--- src/rtl/gfg_pkg.sv ---
// Package: shared types for the channel fault recovery controller.
// Assumes: nothing beyond standard SystemVerilog.
package gfg_pkg;

    // Per-channel control state
    typedef enum logic [2:0] {
        CH_IDLE  = 3'd0,   // gate off, no fault
        CH_BLANK = 3'd1,   // gate on, comparator masked
        CH_ARMED = 3'd2,   // gate on, comparator filtered
        CH_LATCH = 3'd3,   // gate off, fault held until cleared
        CH_RETRY = 3'd4    // gate off, retry timer running
    } ch_state_e;

endpackage

--- src/rtl/gfg_cycle_timer.sv ---
// Module: down-counting cycle timer shared by blanking and retry.
// Does: loads a value, then counts down once per cycle while run is high,
//       stopping at zero; zero flags the final counted cycle.
// Assumes: load has priority over run; synchronous active-low reset.
module gfg_cycle_timer #(
    parameter int TW = 8
) (
    input  logic          clk,
    input  logic          rst_n,
    input  logic          load,
    input  logic [TW-1:0] load_val,
    input  logic          run,
    output logic          zero
);

    logic [TW-1:0] cnt;

    // Count register: load, decrement, or hold at zero
    always_ff @(posedge clk) begin
        if (!rst_n) begin
            cnt <= '0;
        end else if (load) begin
            cnt <= load_val;
        end else if (run && (cnt != '0)) begin
            cnt <= cnt - TW'(1);
        end
    end

    // Terminal flag for the owner's state machine
    always_comb begin
        zero = (cnt == '0);
    end

    // A timer that is not loaded never leaves zero by itself
    AST_TMR_STAYS_ZERO: assert property (@(posedge clk) disable iff (!rst_n)
        (zero && !load) |=> zero) else $error("timer left zero without load");

endmodule

--- src/rtl/gfg_persist_filter.sv ---
// Module: consecutive-sample persistence filter for the short comparator.
// Does: raises hit on the FILT_LEN-th consecutive high sample; any low
//       sample or clear restarts the count.
// Assumes: FILT_LEN >= 1; synchronous active-low reset.
module gfg_persist_filter #(
    parameter int FILT_LEN = 4
) (
    input  logic clk,
    input  logic rst_n,
    input  logic clear,
    input  logic sample,
    output logic hit
);

    localparam int FW = (FILT_LEN < 2) ? 1 : $clog2(FILT_LEN + 1);
    localparam logic [FW-1:0] LAST = FW'(FILT_LEN - 1);

    logic [FW-1:0] run_cnt;

    // Hit on the last sample of a full run
    always_comb begin
        hit = sample && !clear && (run_cnt == LAST);
    end

    // Run counter: restart on low sample or clear, hold once full
    always_ff @(posedge clk) begin
        if (!rst_n || clear) begin
            run_cnt <= '0;
        end else if (!sample) begin
            run_cnt <= '0;
        end else if (!hit) begin
            run_cnt <= run_cnt + FW'(1);
        end
    end

    AST_FILT_BOUND: assert property (@(posedge clk) disable iff (!rst_n)
        run_cnt <= LAST) else $error("filter count beyond run length");
    AST_FILT_RESTART: assert property (@(posedge clk) disable iff (!rst_n)
        (!sample) |=> (run_cnt == '0)) else $error("low sample kept count");

endmodule

--- src/rtl/gfg_channel.sv ---
// Module: one channel of gate control with shorted-load recovery.
// Does: forms the command from parallel and serial bits, blanks the
//       comparator after turn-on, filters it, and then latches or retries.
// Assumes: blank length is BLANK_BASE << sel and fits in TW bits;
//          RETRY_LEN fits in TW bits; synchronous active-low reset.
module gfg_channel
    import gfg_pkg::*;
#(
    parameter int BLANK_BASE = 24000,
    parameter int FILT_LEN   = 12,
    parameter int RETRY_LEN  = 32000,
    parameter int TW         = 18
) (
    input  logic       clk,
    input  logic       rst_n,
    input  logic       drv_enable,
    input  logic       par_in,
    input  logic       ser_gate,
    input  logic       retry_mode,
    input  logic [1:0] blank_sel,
    input  logic       short_cmp,
    input  logic       fault_clr,
    output logic       gate_on,
    output logic       short_flt
);

    localparam logic [TW-1:0] BASE_W     = TW'(BLANK_BASE);
    localparam logic [TW-1:0] RETRY_LOAD = TW'(RETRY_LEN - 1);

    ch_state_e     state, nxt;
    logic          cmd;
    logic          tmr_load, tmr_run, tmr_zero;
    logic [TW-1:0] tmr_val;
    logic [TW-1:0] blank_load;
    logic          filt_clear, filt_hit;

    // Command and blank length for the current selection
    always_comb begin
        cmd        = par_in | ser_gate;
        blank_load = (BASE_W << blank_sel) - TW'(1);
    end

    // Next-state and timer-load decision
    always_comb begin
        nxt      = state;
        tmr_load = 1'b0;
        tmr_val  = '0;
        if (!drv_enable) begin
            nxt = CH_IDLE;
        end else begin
            case (state)
                CH_IDLE: begin
                    if (cmd) begin
                        nxt      = CH_BLANK;
                        tmr_load = 1'b1;
                        tmr_val  = blank_load;
                    end
                end
                CH_BLANK: begin
                    if (!cmd)          nxt = CH_IDLE;
                    else if (tmr_zero) nxt = CH_ARMED;
                end
                CH_ARMED: begin
                    if (!cmd) begin
                        nxt = CH_IDLE;
                    end else if (filt_hit) begin
                        if (retry_mode) begin
                            nxt      = CH_RETRY;
                            tmr_load = 1'b1;
                            tmr_val  = RETRY_LOAD;
                        end else begin
                            nxt = CH_LATCH;
                        end
                    end
                end
                CH_LATCH: begin
                    if (fault_clr) nxt = CH_IDLE;
                end
                CH_RETRY: begin
                    if (!retry_mode)   nxt = CH_LATCH;
                    else if (tmr_zero) nxt = CH_IDLE;
                end
                default: nxt = CH_IDLE;
            endcase
        end
    end

    // State register
    always_ff @(posedge clk) begin
        if (!rst_n) state <= CH_IDLE;
        else        state <= nxt;
    end

    // Timer and filter control from state
    always_comb begin
        tmr_run    = (state == CH_BLANK) || (state == CH_RETRY);
        filt_clear = (state != CH_ARMED);
    end

    gfg_cycle_timer #(
        .TW (TW)
    ) u_tmr (
        .clk      (clk),
        .rst_n    (rst_n),
        .load     (tmr_load),
        .load_val (tmr_val),
        .run      (tmr_run),
        .zero     (tmr_zero)
    );

    gfg_persist_filter #(
        .FILT_LEN (FILT_LEN)
    ) u_filt (
        .clk    (clk),
        .rst_n  (rst_n),
        .clear  (filt_clear),
        .sample (short_cmp),
        .hit    (filt_hit)
    );

    // Outputs: gate also gated directly by the enable pin
    always_comb begin
        gate_on   = drv_enable && ((state == CH_BLANK) || (state == CH_ARMED));
        short_flt = (state == CH_LATCH) || (state == CH_RETRY);
    end

    AST_ON_NEEDS_CMD: assert property (@(posedge clk) disable iff (!rst_n)
        ((state == CH_BLANK) || (state == CH_ARMED)) |-> $past(cmd && drv_enable))
        else $error("gate on without command");
    AST_EN_CLEARS: assert property (@(posedge clk) disable iff (!rst_n)
        (!drv_enable) |=> (state == CH_IDLE)) else $error("enable low kept state");
    AST_BLANK_MASKS: assert property (@(posedge clk) disable iff (!rst_n)
        (state == CH_BLANK && drv_enable) |=> (state != CH_LATCH && state != CH_RETRY))
        else $error("fault during blanking");
    AST_FAULT_FROM_ARMED: assert property (@(posedge clk) disable iff (!rst_n)
        $rose(state == CH_LATCH || state == CH_RETRY) |-> $past(state == CH_ARMED && short_cmp))
        else $error("fault without armed short");
    AST_LATCH_HOLD: assert property (@(posedge clk) disable iff (!rst_n)
        (state == CH_LATCH && drv_enable && !fault_clr) |=> (state == CH_LATCH))
        else $error("latched channel released");
    AST_RETRY_RUNS: assert property (@(posedge clk) disable iff (!rst_n)
        (state == CH_RETRY && drv_enable && retry_mode && !tmr_zero) |=> (state == CH_RETRY))
        else $error("retry cut short");
    AST_RETRY_TO_LATCH: assert property (@(posedge clk) disable iff (!rst_n)
        (state == CH_RETRY && drv_enable && !retry_mode) |=> (state == CH_LATCH))
        else $error("mode change did not latch");

endmodule

--- src/rtl/gate_fault_guard.sv ---
// Module: top of the channel fault recovery controller.
// Does: instantiates one protected gate channel per bit of the buses.
// Assumes: clk is the timer clock; all lengths are in clk cycles;
//          synchronous active-low reset.
module gate_fault_guard #(
    parameter int NCH        = 6,
    parameter int BLANK_BASE = 24000,
    parameter int FILT_LEN   = 12,
    parameter int RETRY_LEN  = 32000
) (
    input  logic             clk,
    input  logic             rst_n,
    input  logic             drv_enable,
    input  logic [NCH-1:0]   par_in,
    input  logic [NCH-1:0]   ser_gate,
    input  logic [NCH-1:0]   retry_mode,
    input  logic [2*NCH-1:0] blank_sel,
    input  logic [NCH-1:0]   short_cmp,
    input  logic [NCH-1:0]   fault_clr,
    output logic [NCH-1:0]   gate_on,
    output logic [NCH-1:0]   short_flt
);

    localparam int BLANK_MAX = BLANK_BASE * 8;
    localparam int TMR_MAX   = (BLANK_MAX > RETRY_LEN) ? BLANK_MAX : RETRY_LEN;
    localparam int TW        = $clog2(TMR_MAX + 1);

    // One independent channel per index
    for (genvar i = 0; i < NCH; i++) begin : g_ch
        gfg_channel #(
            .BLANK_BASE (BLANK_BASE),
            .FILT_LEN   (FILT_LEN),
            .RETRY_LEN  (RETRY_LEN),
            .TW         (TW)
        ) u_ch (
            .clk        (clk),
            .rst_n      (rst_n),
            .drv_enable (drv_enable),
            .par_in     (par_in[i]),
            .ser_gate   (ser_gate[i]),
            .retry_mode (retry_mode[i]),
            .blank_sel  (blank_sel[2*i +: 2]),
            .short_cmp  (short_cmp[i]),
            .fault_clr  (fault_clr[i]),
            .gate_on    (gate_on[i]),
            .short_flt  (short_flt[i])
        );
    end

    AST_RESET_QUIET: assert property (@(posedge clk)
        (!rst_n) |=> (gate_on == '0 && short_flt == '0)) else $error("outputs active after reset");

endmodule

--- config.mk ---
export PLATFORM = sky130hd
export DESIGN_NAME = gate_fault_guard
export DESIGN_NICKNAME = d
export VERILOG_FILES = /design/src/rtl/gfg_pkg.sv /design/src/rtl/gfg_cycle_timer.sv /design/src/rtl/gfg_persist_filter.sv /design/src/rtl/gfg_channel.sv /design/src/rtl/gate_fault_guard.sv
export SDC_FILE = /design/constraint.sdc
export NUM_CORES = 1
export LEC_CHECK = 0
export ABC_AREA = 1
export BUFFER_PORTS_ARGS = -buffer_cell sky130_fd_sc_hd__buf_2
export CAP_MARGIN = 20
export CORE_MARGIN = 2
export CORE_UTILIZATION = 55
export CTS_BUF_LIST = sky130_fd_sc_hd__clkbuf_16
export DETAILED_ROUTE_END_ITERATION = 7
export PLACE_DENSITY = 0.73
export SYNTH_ARGS = -nofsm -noshare
export SYNTH_HDL_FRONTEND = slang
export SYNTH_SLANG_ARGS = --single-unit
--- constraint.sdc ---
create_clock -name clk -period 1.63 [get_ports clk]
set_input_delay 0.0815 -clock clk [delete_from_list [all_inputs] [get_ports clk]]
set_output_delay 0.0815 -clock clk [all_outputs]
set_load 0.02 [all_outputs]
# Word level (Yosys, flattened, before mapping)
# Index checks and enable logic that the tools add are counted.
[totals]
out_inout_bits = 12
wordCells = 356
regBits = 150
input_bits = 45
[op_classes]
n_eq_ne = 66
n_mux = 144
add_sub_neg = 18
n_bitwise = 12
shifts = 6
reduce_logical = 92
[ops]
columns = ["operator", "count"]
rows = [
  ["$mux 18", 36],
  ["$pmux 18 s2", 6],
  ["$sub 18x1->18 const B", 12],
  ["$mux 3", 54],
  ["$logic_not 18->1", 6],
  ["$reduce_bool 18->1", 6],
  ["$shl 15x2->18 const A", 6],
  ["$mux 15", 6],
  ["$pmux 3 s5", 6],
  ["$eq 3x2->1 const B", 12],
  ["$ne 3x2->1 const B", 12],
  ["$ne 3x3->1 const B", 12],
  ["$mux 1", 30],
  ["$reduce_and 5->1", 6],
  ["$add 4x1->4 const B", 6],
  ["$eq 4x4->1 const B", 6],
  ["$logic_and 1x1->1", 24],
  ["$logic_or 1x1->1", 24],
  ["$eq 3x1->1 const B", 6],
  ["$eq 3x3->1 const B", 6],
  ["$logic_not 3->1", 6],
  ["$ne 2x1->1 const B", 6],
  ["$ne 2x2->1 const B", 6],
  ["$pmux 1 s2", 6],
  ["6 further kinds", 32],
]

# Logic depth before layout (Yosys ltp)
[logic_depth]
word_depth = 9
mapped_depth = 12
mapped_depth_nobuf = 12

# Hierarchy
# A second synthesis with hierarchy kept.
[hier_totals]
hier_cells = 2016
area_unflattened_um2 = 12492.0
[modules_own_cells]
columns = ["mod", "area_each_um2", "n_inst", "cells_per_inst", "seq_area_each_um2"]
rows = [
  ["gfg_cycle_timer", 1288.7, 6, 219, 360.3],
  ["gfg_channel", 591.8, 6, 88, 60.1],
  ["gfg_persist_filter", 201.4, 6, 29, 80.1],
]

# Worst setup path before layout
# No wires, ideal clock.
[synth_path]
path_kind = "flip-flop to flip-flop"
startpoint = "register g_ch[0].u_ch.u_filt.run_cnt[0]"
endpoint = "register g_ch[0].u_ch.u_tmr.cnt[8]"
arrival_ps = 1521
path_buffers = 1
path_slack_ps = -8
path_stages_with_launch = 12
setup_time_ps = 117
required_ps = 1513
period_less_slack_ps = 1638
path_cell_list = "dfxtp_1 -> ha_1 -> nand3_1 -> nor2_4 -> nand2_2 -> nand2_1 -> nand2_2 -> buf_2 -> o21ai_0 -> nand2_1 -> nor2_1 -> nor2_1"
[synth_via]
elab_chain_len = 7
word_cells_on_any_way = 12
classes_between = "1 x eq/ne; 9 x mux; 2 x reduce/logical"
[synth_rtl]
columns = ["element", "line", "source"]
rows = [
  ["from (decl)", "gfg_persist_filter.sv:18", "logic [FW-1:0] run_cnt;"],
  ["from (signal assigned)", "gfg_persist_filter.sv:32", "run_cnt <= run_cnt + FW'(1);"],
  ["$eq 4x4->1 (*)", "gfg_persist_filter.sv:22", "hit = sample && !clear && (run_cnt == LAST);"],
  ["$logic_and 1x1->1 (*)", "gfg_persist_filter.sv:22", ""],
  ["$mux 18 / $mux 1 (equally long branches)", "gfg_channel.sv:66", "end else if (filt_hit) begin"],
  ["$mux 18 / $mux 1 (equally long branches)", "gfg_channel.sv:64", "if (!cmd) begin"],
  ["$pmux 18 s2 / $pmux 1 s2 (equally long branches)", "gfg_channel.sv:51", "case (state)"],
  ["$mux 18 / $mux 1 (equally long branches)", "gfg_channel.sv:48", "if (!drv_enable) begin"],
  ["$mux 18 / $reduce_bool 2->1 (equally long branches)", "-", ""],
  ["to (signal assigned)", "gfg_cycle_timer.sv:23", "cnt <= load_val;"],
  ["to (signal assigned)", "gfg_cycle_timer.sv:25", "cnt <= cnt - TW'(1);"],
  ["to (decl)", "gfg_cycle_timer.sv:16", "logic [TW-1:0] cnt;"],
]
# Every way passes the cells marked *; elsewhere a longest branch is shown, timed or not.
# A chain may end at the register's enable or synchronous reset.

# Worst setup path after layout
[layout_path]
startpoint = "register g_ch[2].u_ch.u_filt.run_cnt[1]"
endpoint = "register g_ch[2].u_ch.u_tmr.cnt[15]"
[layout_via]
elab_chain_len = 7
word_cells_on_any_way = 8
classes_between = "1 x eq/ne; 5 x mux; 2 x reduce/logical"
[layout_rtl]
columns = ["element", "line"]
rows = [
  ["from (decl)", "gfg_persist_filter.sv:18"],
  ["from (signal assigned)", "gfg_persist_filter.sv:32"],
  ["$eq 4x4->1 (*)", "gfg_persist_filter.sv:22"],
  ["$logic_and 1x1->1 (*)", "gfg_persist_filter.sv:22"],
  ["$mux 1 (*)", "gfg_channel.sv:66"],
  ["$mux 1 (*)", "gfg_channel.sv:64"],
  ["$pmux 1 s2 (*)", "gfg_channel.sv:51"],
  ["$mux 1 (*)", "gfg_channel.sv:48"],
  ["$mux 18 / $reduce_bool 2->1 (equally long branches)", "-"],
  ["to (signal assigned)", "gfg_cycle_timer.sv:23"],
  ["to (signal assigned)", "gfg_cycle_timer.sv:25"],
  ["to (decl)", "gfg_cycle_timer.sv:16"],
]
# Marked as above.

==> summary.md <==
| Metric | Value |
|---|---|
| Crit. End Element | register |
| Slew headroom | 0.652 |
| Largest net degree at the start of global routing | 50 |
| Critical path class | reg -> reg |
| Starting Density | 0.558 |
| Leading area contributor after synthesis | dfxtp_1 |
| Avg Inst Size Synth | 6.07 µm² |
| CTS tree | done |
| WP buf/inv | 1 |
| Die Wd | 147 µm |
| TritonCTS Buffers | 17 |
| Crit path time final | 1.69 ns |
| RSZ-0062 raised after global routing | true |
| Synth top area cells | dfxtp_1 (27%), nand2_1 (16%), nor2_1 (12%) |
| Final WS setup | -0.0569 ns |
| Slowest-stage cell, CP | dfxtp_2 |
| Max-Cap Viols | 0 |
| Area after DPL | 12800 µm² |
| Vias in the first global route | 11.1k |
| Die height | 147 µm |
| Clock Power Share | 0.268 |
| Drt drc | 0 |
| CP top delay family | simple AND/OR/NAND/NOR gates |
| Input/output buffers | 56 |
| Core Area | 20200 µm² |
| Via count | 12.3k |
| Layout Skew | 0.0132 ns |
| Congestion Overflow GR | 0 |
| Sequential share of the synthesized area | 0.267 |
| Critical R2R Launch | g_ch[2].u_ch.u_filt.run_cnt[1]$_SDFFE_PP0N_ |
| Detail Placement HPWL | 21.5 mm |
| Hold Vio Cnt, Final | 0 |
| Commonest non-fill, non-tap cells in the layout | nand2_1 (443), nor2_1 (311), inv_1 (206) |
| Tightest Pin Transition | 0.520 ns |
| Final #Nets | 2200 |
| Worst-skew pair later-pin latency | 0.43 ns |
| Cell variety after synth | 42 |
| First-pass GRT wire length | 48.7 mm |
| VDD IR max | 0.000750 V |
| Top_reg_cell synth | dfxtp_1 |
| ANT cells | 0 |
| Std cell rows | 52 |
| All-layer global routing usage | 0.265 |
| Max Root-Sink Buffers | 2 |
| Data required, critical path | 1.94 ns |
| Internal Dissipation | 9.52 mW |
| Tot Pwr | 15.6 mW |
| Yosys warns | 0 |
| Critical path cell sequence | ha_4 > nand3_4 > nor3_4 > nand2_4 > nand2_4 > nand2_8 > buf_6 > nand2_2 > nand2_1 > nor2_1 > nor2_1 |
| Outcome | finished with violations |
| Root Driver | clkbuf_16 |
| Syn Std Cell Area | 11300 µm² |
| P_sw | 6.09 mW |
| Gate power share | 0.433 |
| Routed WL | 31.1 mm |
| Final period util | 1.03 |
| Die area | 21600 µm² |
| Sw frac | 0.390 |
| Antenna violations before repair | 2 |
| Top-area cell type share of the netlist area | 0.267 |
| Clk sinks | 150 |
| Most common cell after layout, fill and taps aside | nand2_1 |
| Fmax | 0.593 GHz |
| DRT antenna net count | 0 |
| Pwr dens | 1060 nW/µm² |
| Failing checks | setup timing |
| Register bit total from synthesis | 150 |
| Design area | 14800 µm² |
| Worst Path Arrival | 2.00 ns |
| Max-slew violation count | 0 |
| Worst setup path start | g_ch[2].u_ch.u_filt.run_cnt[1]$_SDFFE_PP0N_ |
| Syn_nets | 1960 |
| WL/cell | 13.1 µm |
| DR pass1 iterations | 6 |
| Post-synth EDFFs | 0 |
| Share of cells above drive strength 1 | 0.271 |
| Iter 0 DRT Violations | 690 |
| IO Count | 57 |
| CTS clock-pin slew for the worst setup and hold paths | 0.07 ns |
| CP Max Fanout | 7 |
| Cells after Synth | 1855 |
| Critical path's largest stage delay | 0.35 ns |
| Final setup violating endpoints | 1 |
| Hold Crit Class | in -> reg |
| P_leak | 7.35 nW |
| CTS HTree Levels | 4 |
| Sequential power share | 0.299 |
| Hold Startpoint | short_cmp[2] |
| Layout area overhead | 31.4% |
| Routability congestion estimate | 0.928 |
| Asr flop ratio synth | 0 |
| Vias per inst | 5.16 |
| R2R setup slack | -0.06 ns |
| Crit start category | register |
[worst register-to-register path, cell delays in order, from the launching register on]
cell and delay [ns]:
dfxtp_2 0.35, ha_4 0.15, nand3_4 0.08, nor3_4 0.25
nand2_4 0.08, nand2_4 0.09, nand2_8 0.07, buf_6 0.15
nand2_2 0.05, nand2_1 0.05, nor2_1 0.14, nor2_1 0.09
[what timing repair did]
action | CTS | global route
pin swaps | 11 | 81
endpoints found under the hold margin | 3 | 0
setup buffers | 3 | 31
endpoints found under the setup margin | 43 | 126
cloned | 0 | 5
hold buffers | 3 | 0
resized for setup | 29 | 280
[path summary, 6_finish.rpt]
check | cells after the start | endpoint
setup / recovery | 11 | g_ch[2].u_ch.u_tmr.cnt[15]$_SDFFE_PN0P_
hold / removal | 3 | g_ch[2].u_ch.u_filt.run_cnt[0]$_SDFFE_PP0N_
setup reg to reg | 11 | g_ch[2].u_ch.u_tmr.cnt[15]$_SDFFE_PN0P_
hold reg to reg | 2 | g_ch[2].u_ch.u_tmr.cnt[0]$_SDFFE_PN0P_
[state kept, by name (all words and copies together), names as in the netlist]
register,flops
g_ch.u_ch.u_tmr.cnt,108
g_ch.u_ch.state,18
g_ch.u_ch.u_filt.run_cnt,24
[kinds of logic (layout without fill, tap and decap cells)]
logic type / after synthesis / in the layout / synth area share
simple gates: 1123 / 1125 / 0.429
buf+inv: 272 / 522 / 0.103
compound gates: 191 / 191 / 0.0886
flops: 150 / 150 / 0.267
fa+ha+maj: 60 / 60 / 0.0667
xor+xnor: 59 / 59 / 0.0459
[cell type report]
cell class,instances,area [µm²]
Inverter,230,890
Multi-Input combinational cell,1435,7900
Clock inverter,14,186
Timing Repair Buffer,261,2000
Fill cell,1601,5380
Clock buffer,17,425
Sequential cell,150,3050
Tap cell,270,338
[per-stage QoR]
step           worst slack, ns   util  TNS, ns  cells  hold WS [ns]
3_3_place_gp           -0.0246  0.637  -0.0488   2304         0.393
2_1_floorplan           0.0110      -        0   1855         0.245
3_5_place_dp           -0.0695  0.637   -0.468   2304         0.393
4_1_cts               -0.00597  0.674  -0.0117   2341       0.00862
5_1_grt                 -0.119  0.733    -1.93   2377        0.0256
6_report               -0.0569  0.733  -0.0569   2377        0.0188
[power groups by stage]
stage | registers (mW) | logic, mW | clock network, mW
after floorplan | 4.57 | 4.07 | 0
after global placement | 4.62 | 5.63 | 0
after detailed placement | 4.63 | 5.73 | 0
after CTS | 4.56 | 5.86 | 4.24
after global routing | 4.73 | 7.52 | 4.40
final | 4.67 | 6.76 | 4.19
[layer usage]
metal | global-route usage | share of wire | vias to the layer above
met3 | 0.0444 | 0.047 | 70
li1 | - | - | 6316
met5 | 0 | 0.00077 | -
met1 | 0.334 | 0.44 | 5574
met2 | 0.467 | 0.49 | 311
met4 | 0.0755 | 0.025 | 4
[synth_stat cells (all sizes together) (6+ instances only)]
master    n
nand4    34
o21ai    98
nand3b    8
or2      10
nor3     19
buf      34
nand2   505
o22ai     6
nor2    392
ha       60
clkbuf    8
a21oi    79
xnor2    16
dfxtp   150
inv     229
xor2     43
nand3   152
Note: power is estimated with default switching activity, not from simulation.
